**src/rtl/steer_pkg.sv**
```systemverilog
package steer_pkg;

    // Selector field placement. The host software decodes these positions.
    localparam int FIELD_W  = 8;
    localparam int INST_LSB = 0;
    localparam int GRP_LSB  = 8;

    // Word addresses of the three visible registers.
    localparam logic [15:0] ADR_SEL = 16'h0000;
    localparam logic [15:0] ADR_REP = 16'h0001;
    localparam logic [15:0] ADR_SEM = 16'h0002;

    typedef enum logic [1:0] {
        SP_SEL,
        SP_REP,
        SP_SEM,
        SP_NONE
    } space_e;

    typedef struct packed {
        logic               bcast;
        logic [FIELD_W-1:0] grp;
        logic [FIELD_W-1:0] inst;
    } sel_t;

    localparam sel_t SEL_RESET = '{bcast: 1'b1, grp: '0, inst: '0};

    function automatic space_e decode_space(input logic [15:0] a);
        space_e s;
        case (a)
            ADR_SEL: s = SP_SEL;
            ADR_REP: s = SP_REP;
            ADR_SEM: s = SP_SEM;
            default: s = SP_NONE;
        endcase
        return s;
    endfunction

    function automatic int lin_index(input int g, input int i, input int per_grp);
        return g * per_grp + i;
    endfunction

endpackage

```
**src/rtl/steer_sema.sv**
```systemverilog
module steer_sema (
    input  logic clk,
    input  logic rst,
    input  logic rd_hit,
    input  logic wr_hit,
    input  logic agent,
    input  logic rel_bit,
    output logic held,
    output logic owner,
    output logic grant,
    output logic rd_val
);
    logic held_q;
    logic owner_q;

    // The agent holds the semaphore right now.
    assign grant  = held_q && (owner_q == agent);
    // The value a read returns: 1 if the reader takes the semaphore or already owns it.
    assign rd_val = !held_q || grant;

    always_ff @(posedge clk) begin
        if (rst) begin
            held_q  <= 1'b0;
            owner_q <= 1'b0;
        end else if (rd_hit && !held_q) begin
            held_q  <= 1'b1;
            owner_q <= agent;
        end else if (wr_hit && rel_bit && grant) begin
            held_q  <= 1'b0;
        end
    end

    assign held  = held_q;
    assign owner = owner_q;

endmodule

```
**src/rtl/steer_selector.sv**
```systemverilog
module steer_selector
    import steer_pkg::*;
#(
    parameter int DW = 32,
    parameter int GW = 1,
    parameter int IW = 2
) (
    input  logic          clk,
    input  logic          rst,
    input  logic          wr_en,
    input  logic [DW-1:0] wdata,
    output sel_t          sel,
    output logic [DW-1:0] word
);
    sel_t sel_q;

    always_ff @(posedge clk) begin
        if (rst) begin
            sel_q <= SEL_RESET;
        end else if (wr_en) begin
            sel_q.bcast <= wdata[DW-1];
            sel_q.grp   <= FIELD_W'(wdata[GRP_LSB +: GW]);
            sel_q.inst  <= FIELD_W'(wdata[INST_LSB +: IW]);
        end
    end

    assign sel = sel_q;

    always_comb begin
        word                       = '0;
        word[DW-1]                 = sel_q.bcast;
        word[GRP_LSB +: FIELD_W]   = sel_q.grp;
        word[INST_LSB +: FIELD_W]  = sel_q.inst;
    end

    // Field bits beyond the configured widths are dropped on write.
    logic unused_wbits;
    assign unused_wbits = ^wdata;

endmodule

```
**src/rtl/steer_bank.sv**
```systemverilog
module steer_bank #(
    parameter int N    = 8,
    parameter int DW   = 32,
    parameter int IDXW = 3
) (
    input  logic            clk,
    input  logic            rst,
    input  logic            wr_en,
    input  logic            bcast,
    input  logic [IDXW-1:0] idx,
    input  logic [DW-1:0]   wdata,
    input  logic [N-1:0]    present,
    output logic [DW-1:0]   rdata,
    output logic [N*DW-1:0] store_flat
);
    for (genvar k = 0; k < N; k++) begin : g_cell
        logic          hit;
        logic [DW-1:0] val_q;

        // Write enable for this copy: it must be present, and either the
        // write is a broadcast or the selector points at this copy.
        assign hit = wr_en && present[k] && (bcast || (idx == IDXW'(k)));

        always_ff @(posedge clk) begin
            if (rst) begin
                val_q <= '0;
            end else if (hit) begin
                val_q <= wdata;
            end
        end

        assign store_flat[k*DW +: DW] = val_q;
    end

    // A read always comes from the selected copy; a missing copy reads as zero.
    always_comb begin
        rdata = '0;
        for (int k = 0; k < N; k++) begin
            if ((idx == IDXW'(k)) && present[k]) begin
                rdata = store_flat[k*DW +: DW];
            end
        end
    end

endmodule

```
**src/rtl/replicated_steer_unit.sv**
```systemverilog
module replicated_steer_unit
    import steer_pkg::*;
#(
    parameter int GROUPS = 2,
    parameter int INSTS  = 4,
    parameter int DW     = 32,
    parameter int AW     = 4
) (
    input  logic                    clk,
    input  logic                    rst,
    input  logic                    bus_agent,
    input  logic [AW-1:0]           bus_addr,
    input  logic                    bus_re,
    input  logic                    bus_we,
    input  logic [DW-1:0]           bus_wdata,
    input  logic [GROUPS*INSTS-1:0] present_mask,
    output logic [DW-1:0]           bus_rdata
);
    localparam int N    = GROUPS * INSTS;
    localparam int GW   = (GROUPS > 1) ? $clog2(GROUPS) : 1;
    localparam int IW   = (INSTS > 1) ? $clog2(INSTS) : 1;
    localparam int IDXW = (N > 1) ? $clog2(N) : 1;

    space_e           space;
    sel_t             sel;
    logic [DW-1:0]    sel_word;
    logic [DW-1:0]    rep_rdata;
    logic [IDXW-1:0]  rep_idx;
    logic [N*DW-1:0]  store_flat;
    logic             sem_held;
    logic             sem_owner;
    logic             sem_grant;
    logic             sem_rd_val;

    assign space = decode_space(16'(bus_addr));

    steer_sema u_sema (
        .clk     (clk),
        .rst     (rst),
        .rd_hit  (bus_re && (space == SP_SEM)),
        .wr_hit  (bus_we && (space == SP_SEM)),
        .agent   (bus_agent),
        .rel_bit (bus_wdata[0]),
        .held    (sem_held),
        .owner   (sem_owner),
        .grant   (sem_grant),
        .rd_val  (sem_rd_val)
    );

    steer_selector #(
        .DW (DW),
        .GW (GW),
        .IW (IW)
    ) u_sel (
        .clk   (clk),
        .rst   (rst),
        .wr_en (bus_we && (space == SP_SEL) && sem_grant),
        .wdata (bus_wdata),
        .sel   (sel),
        .word  (sel_word)
    );

    assign rep_idx = IDXW'(lin_index(int'(sel.grp[GW-1:0]), int'(sel.inst[IW-1:0]), INSTS));

    steer_bank #(
        .N    (N),
        .DW   (DW),
        .IDXW (IDXW)
    ) u_bank (
        .clk        (clk),
        .rst        (rst),
        .wr_en      (bus_we && (space == SP_REP)),
        .bcast      (sel.bcast),
        .idx        (rep_idx),
        .wdata      (bus_wdata),
        .present    (present_mask),
        .rdata      (rep_rdata),
        .store_flat (store_flat)
    );

    always_comb begin
        bus_rdata = '0;
        if (bus_re) begin
            case (space)
                SP_SEL:  bus_rdata = sel_word;
                SP_REP:  bus_rdata = rep_rdata;
                SP_SEM:  bus_rdata = DW'(sem_rd_val);
                default: bus_rdata = '0;
            endcase
        end
    end

    // Upper ID bits are zero by construction of the selector.
    logic unused_sel;
    assign unused_sel = ^{sel.grp, sel.inst};

endmodule

```
**config.mk**
```make
export PLATFORM = sky130hd
export DESIGN_NAME = replicated_steer_unit
export DESIGN_NICKNAME = d
export VERILOG_FILES = /design/src/rtl/steer_pkg.sv /design/src/rtl/steer_sema.sv /design/src/rtl/steer_selector.sv /design/src/rtl/steer_bank.sv /design/src/rtl/replicated_steer_unit.sv
export SDC_FILE = /design/constraint.sdc
export NUM_CORES = 1
export LEC_CHECK = 0
export ABC_AREA = 1
export BUFFER_PORTS_ARGS = -buffer_cell sky130_fd_sc_hd__buf_2
export CAP_MARGIN = 20
export CELL_PAD_IN_SITES_DETAIL_PLACEMENT = 0
export CELL_PAD_IN_SITES_GLOBAL_PLACEMENT = 1
export CORE_AREA = 2 2 222 169
export DETAILED_ROUTE_END_ITERATION = 10
export DIE_AREA = 0 0 224 171
export PLACE_DENSITY_LB_ADDON = 0.1
export SYNTH_ARGS = -nofsm -noshare
export SYNTH_HDL_FRONTEND = slang
export SYNTH_HIERARCHICAL = 1
export SYNTH_SLANG_ARGS = --single-unit
```
**constraint.sdc**
```tcl
create_clock -name clk -period 2 [get_ports clk]
set_input_delay 0.3 -clock clk [delete_from_list [all_inputs] [get_ports clk]]
set_output_delay 0.3 -clock clk [all_outputs]
set_load 0.02 [all_outputs]
```
==> flow_summary.ini <==
[run_status]
status = finished, violations left
violations = setup timing

[grt]
grt_pass1_wl_mm = 71.7
grt_pass1_vias = 11500
grt_overflow = 0
grt_start_max_net_pins = 67
antenna_found_initial = 0
track_usage_pct = 24.5

[floorplan]
ioPinCount = 81
die-area_um2 = 38300
dieWidth_um = 224
core_um2 = 36400
initial_utilization_pct = 34.0
die_h_um = 171
placementRows = 61

[critical_path]
rr_worst_depth = 9
crit_type = register to primary output
worstReg2RegEnd = u_bank/g_cell[2].val_q[3]$_SDFFE_PP0P_
cp_data_required_time_ns = 1.70
crit_fanout = 7
start_kind = register
r2r_start = u_sel/sel[1]$_SDFFE_PP0P_
r2r_setup_slack_ns = 0.17
endpoint = bus_rdata[26]
crit_start = u_sel/sel[1]$_SDFFE_PP0P_
cp.arrival_ns = 2.40
endpoint_kind = primary output

[timing]
finalClockSkew_ns = 0.0120
worst_slack_ns = -0.699
slew_violations = 0
rsz0062_at_grt = true
timing.fmax_mhz = 371
fin_crit_sh_pct = 135
min_period_ns = 2.70
relSlewSlack_pct = 61.2
setup_viol = 32
tightest_slew_ns = 0.582
hold_viol = 0

[pwr]
p_leak_nw = 5.28
p_int_mw = 8.57
peakVddDrop_mv = 0.571
power_frac_seq_pct = 46.4
power.density_nw_per_um2 = 738
p_comb_share_pct = 5.9
power_switching_mw = 2.81
swShare_pct = 24.7
clkPwrFrac_pct = 47.7

[synthesis]
yosysWarnings = 6
syn_inst = 1793
netlist_area_um2 = 12400
avgSynthCellArea_um2 = 6.90

[hold_path]
whs_path_depth = 3
hp-class = input pin to register

[clocking]
clock_path_buffers = 3
numCtsBuffers = 30
htree_levels = 1
clock_latency_ns = 0.58
tritoncts = done
clkSinkCount = 262
clockRootBuffer = clkbuf_16
clkTransAtPathRegs_ns = 0.06

[place]
placedCellCount = 2261
routabilityCongestion = 0.812
io_buffers = 80
hpwl_mm = 30.4

[drt]
drt-initial-drc-count = 1112
vias = 12100
dr.pass1.iters = 5
via_per_inst = 5.20
ant_nets = 0
drc = 0
postRouteWirelength_mm = 47.6
routedWlPerCell_um = 20.4

[layout]
fin_cells = 2331
diodes = 0
fin_nets = 1888
synthToLayoutAreaGrowth_pct = 24.5
layout-drive-gt1-share_pct = 18.0
utilization_pct = 42.3

[job]
max_cap_violations = 0
==> cells in the final DEF (no fill, tap or decap), drive strengths merged, types with 2 or more instances in the layout <==
cell type,n
dfxtp,262
bufbuf,2
a21oi,258
clkbuf,46
nand3,105
inv,61
clkinv,6
nand4,160
and3,4
a211oi,32
nand2,578
buf,194
conb,28
nor2,119
bufinv,2
==> power groups by stage <==
stage / registers, mW / clock network [mW] / logic, mW
2_1_floorplan: 5.39 / 0 / 0.407
3_3_place_gp: 5.40 / 0 / 0.662
3_5_place_dp: 5.40 / 0 / 0.658
4_1_cts: 5.28 / 5.55 / 0.672
5_1_grt: 5.28 / 5.75 / 0.725
6_report: 5.28 / 5.42 / 0.677
==> sequential cells by signal, summed over array words and instances (netlist names) <==
register / count
u_sema/held: 1
u_sema/owner: 1
u_bank/g_cell.val_q: 256
u_sel/sel: 4
==> repair_timing <==
| item | CTS | global route |
|---|---|---|
| setup buffers | 1 | 11 |
| endpoints found under the hold margin | 1 | 0 |
| resized for setup | 77 | 33 |
| gates cloned | 3 | 2 |
| pin swaps | 14 | 24 |
| hold buffers | 1 | 0 |
| endpoints found under the setup margin | 32 | 35 |
==> stage by stage <==
stage               hold slack, ns  cell area (um2)  power [mW]  worst slack (ns)  setup TNS, ns
finish                      0.0450            15400        11.4            -0.699         -18.90
global route                0.0362            15400        11.8            -0.762         -22.35
CTS                         0.0193            15200        11.5            -0.674         -19.77
detailed placement           0.453            13800        6.05            -0.200          -4.78
global placement             0.449            13800        6.06            -0.219          -4.80
floorplan                    0.362            12600        5.80            0.0382              0
==> layer usage <==
| metal | up-vias | wire, um | GRT usage [%] |
|---|---|---|---|
| met5 | - | 0 | 0 |
| met4 | 0 | 961 | 5.59 |
| met3 | 66 | 2210 | 3.61 |
| met2 | 299 | 20300 | 37.8 |
| met1 | 5771 | 24100 | 35.8 |
| li1 | 5993 | - | - |
==> worst max-delay path, cell delays in order, from the launching register on <==
cell	delay, ns
dfxtp_4	0.38
nand2_2	0.09
nor2_4	0.05
buf_4	0.15
clkbuf_16	0.16
nand3_2	0.06
nand4_1	0.12
nor2_1	0.15
nand4_1	0.25
nand3_1	0.18
a21oi_2	0.06
buf_4	0.16
==> worst min-delay path by stage <==
stage,from,endpoint
after floorplan,rst,u_sema/held$_SDFFE_PP0P_
after global placement,u_bank/g_cell[5].val_q[12]$_SDFFE_PP0P_,u_bank/g_cell[5].val_q[12]$_SDFFE_PP0P_
after detailed placement,u_bank/g_cell[1].val_q[28]$_SDFFE_PP0P_,u_bank/g_cell[1].val_q[28]$_SDFFE_PP0P_
after CTS,bus_wdata[28],u_bank/g_cell[7].val_q[28]$_SDFFE_PP0P_
after global routing,bus_wdata[28],u_bank/g_cell[0].val_q[28]$_SDFFE_PP0P_
final,bus_wdata[28],u_bank/g_cell[7].val_q[28]$_SDFFE_PP0P_
==> layout make-up <==
type | count | area [um2]
multi-input cells | 1285 | 6160
flip-flops and latches | 262 | 5260
clock inverters | 9 | 110
clock buffers | 43 | 830
fillers | 3743 | 21000
repair buffers | 200 | 2240
inverters | 60 | 230
well taps | 472 | 591
No activity file was read; power rests on OpenSTA's default activity.
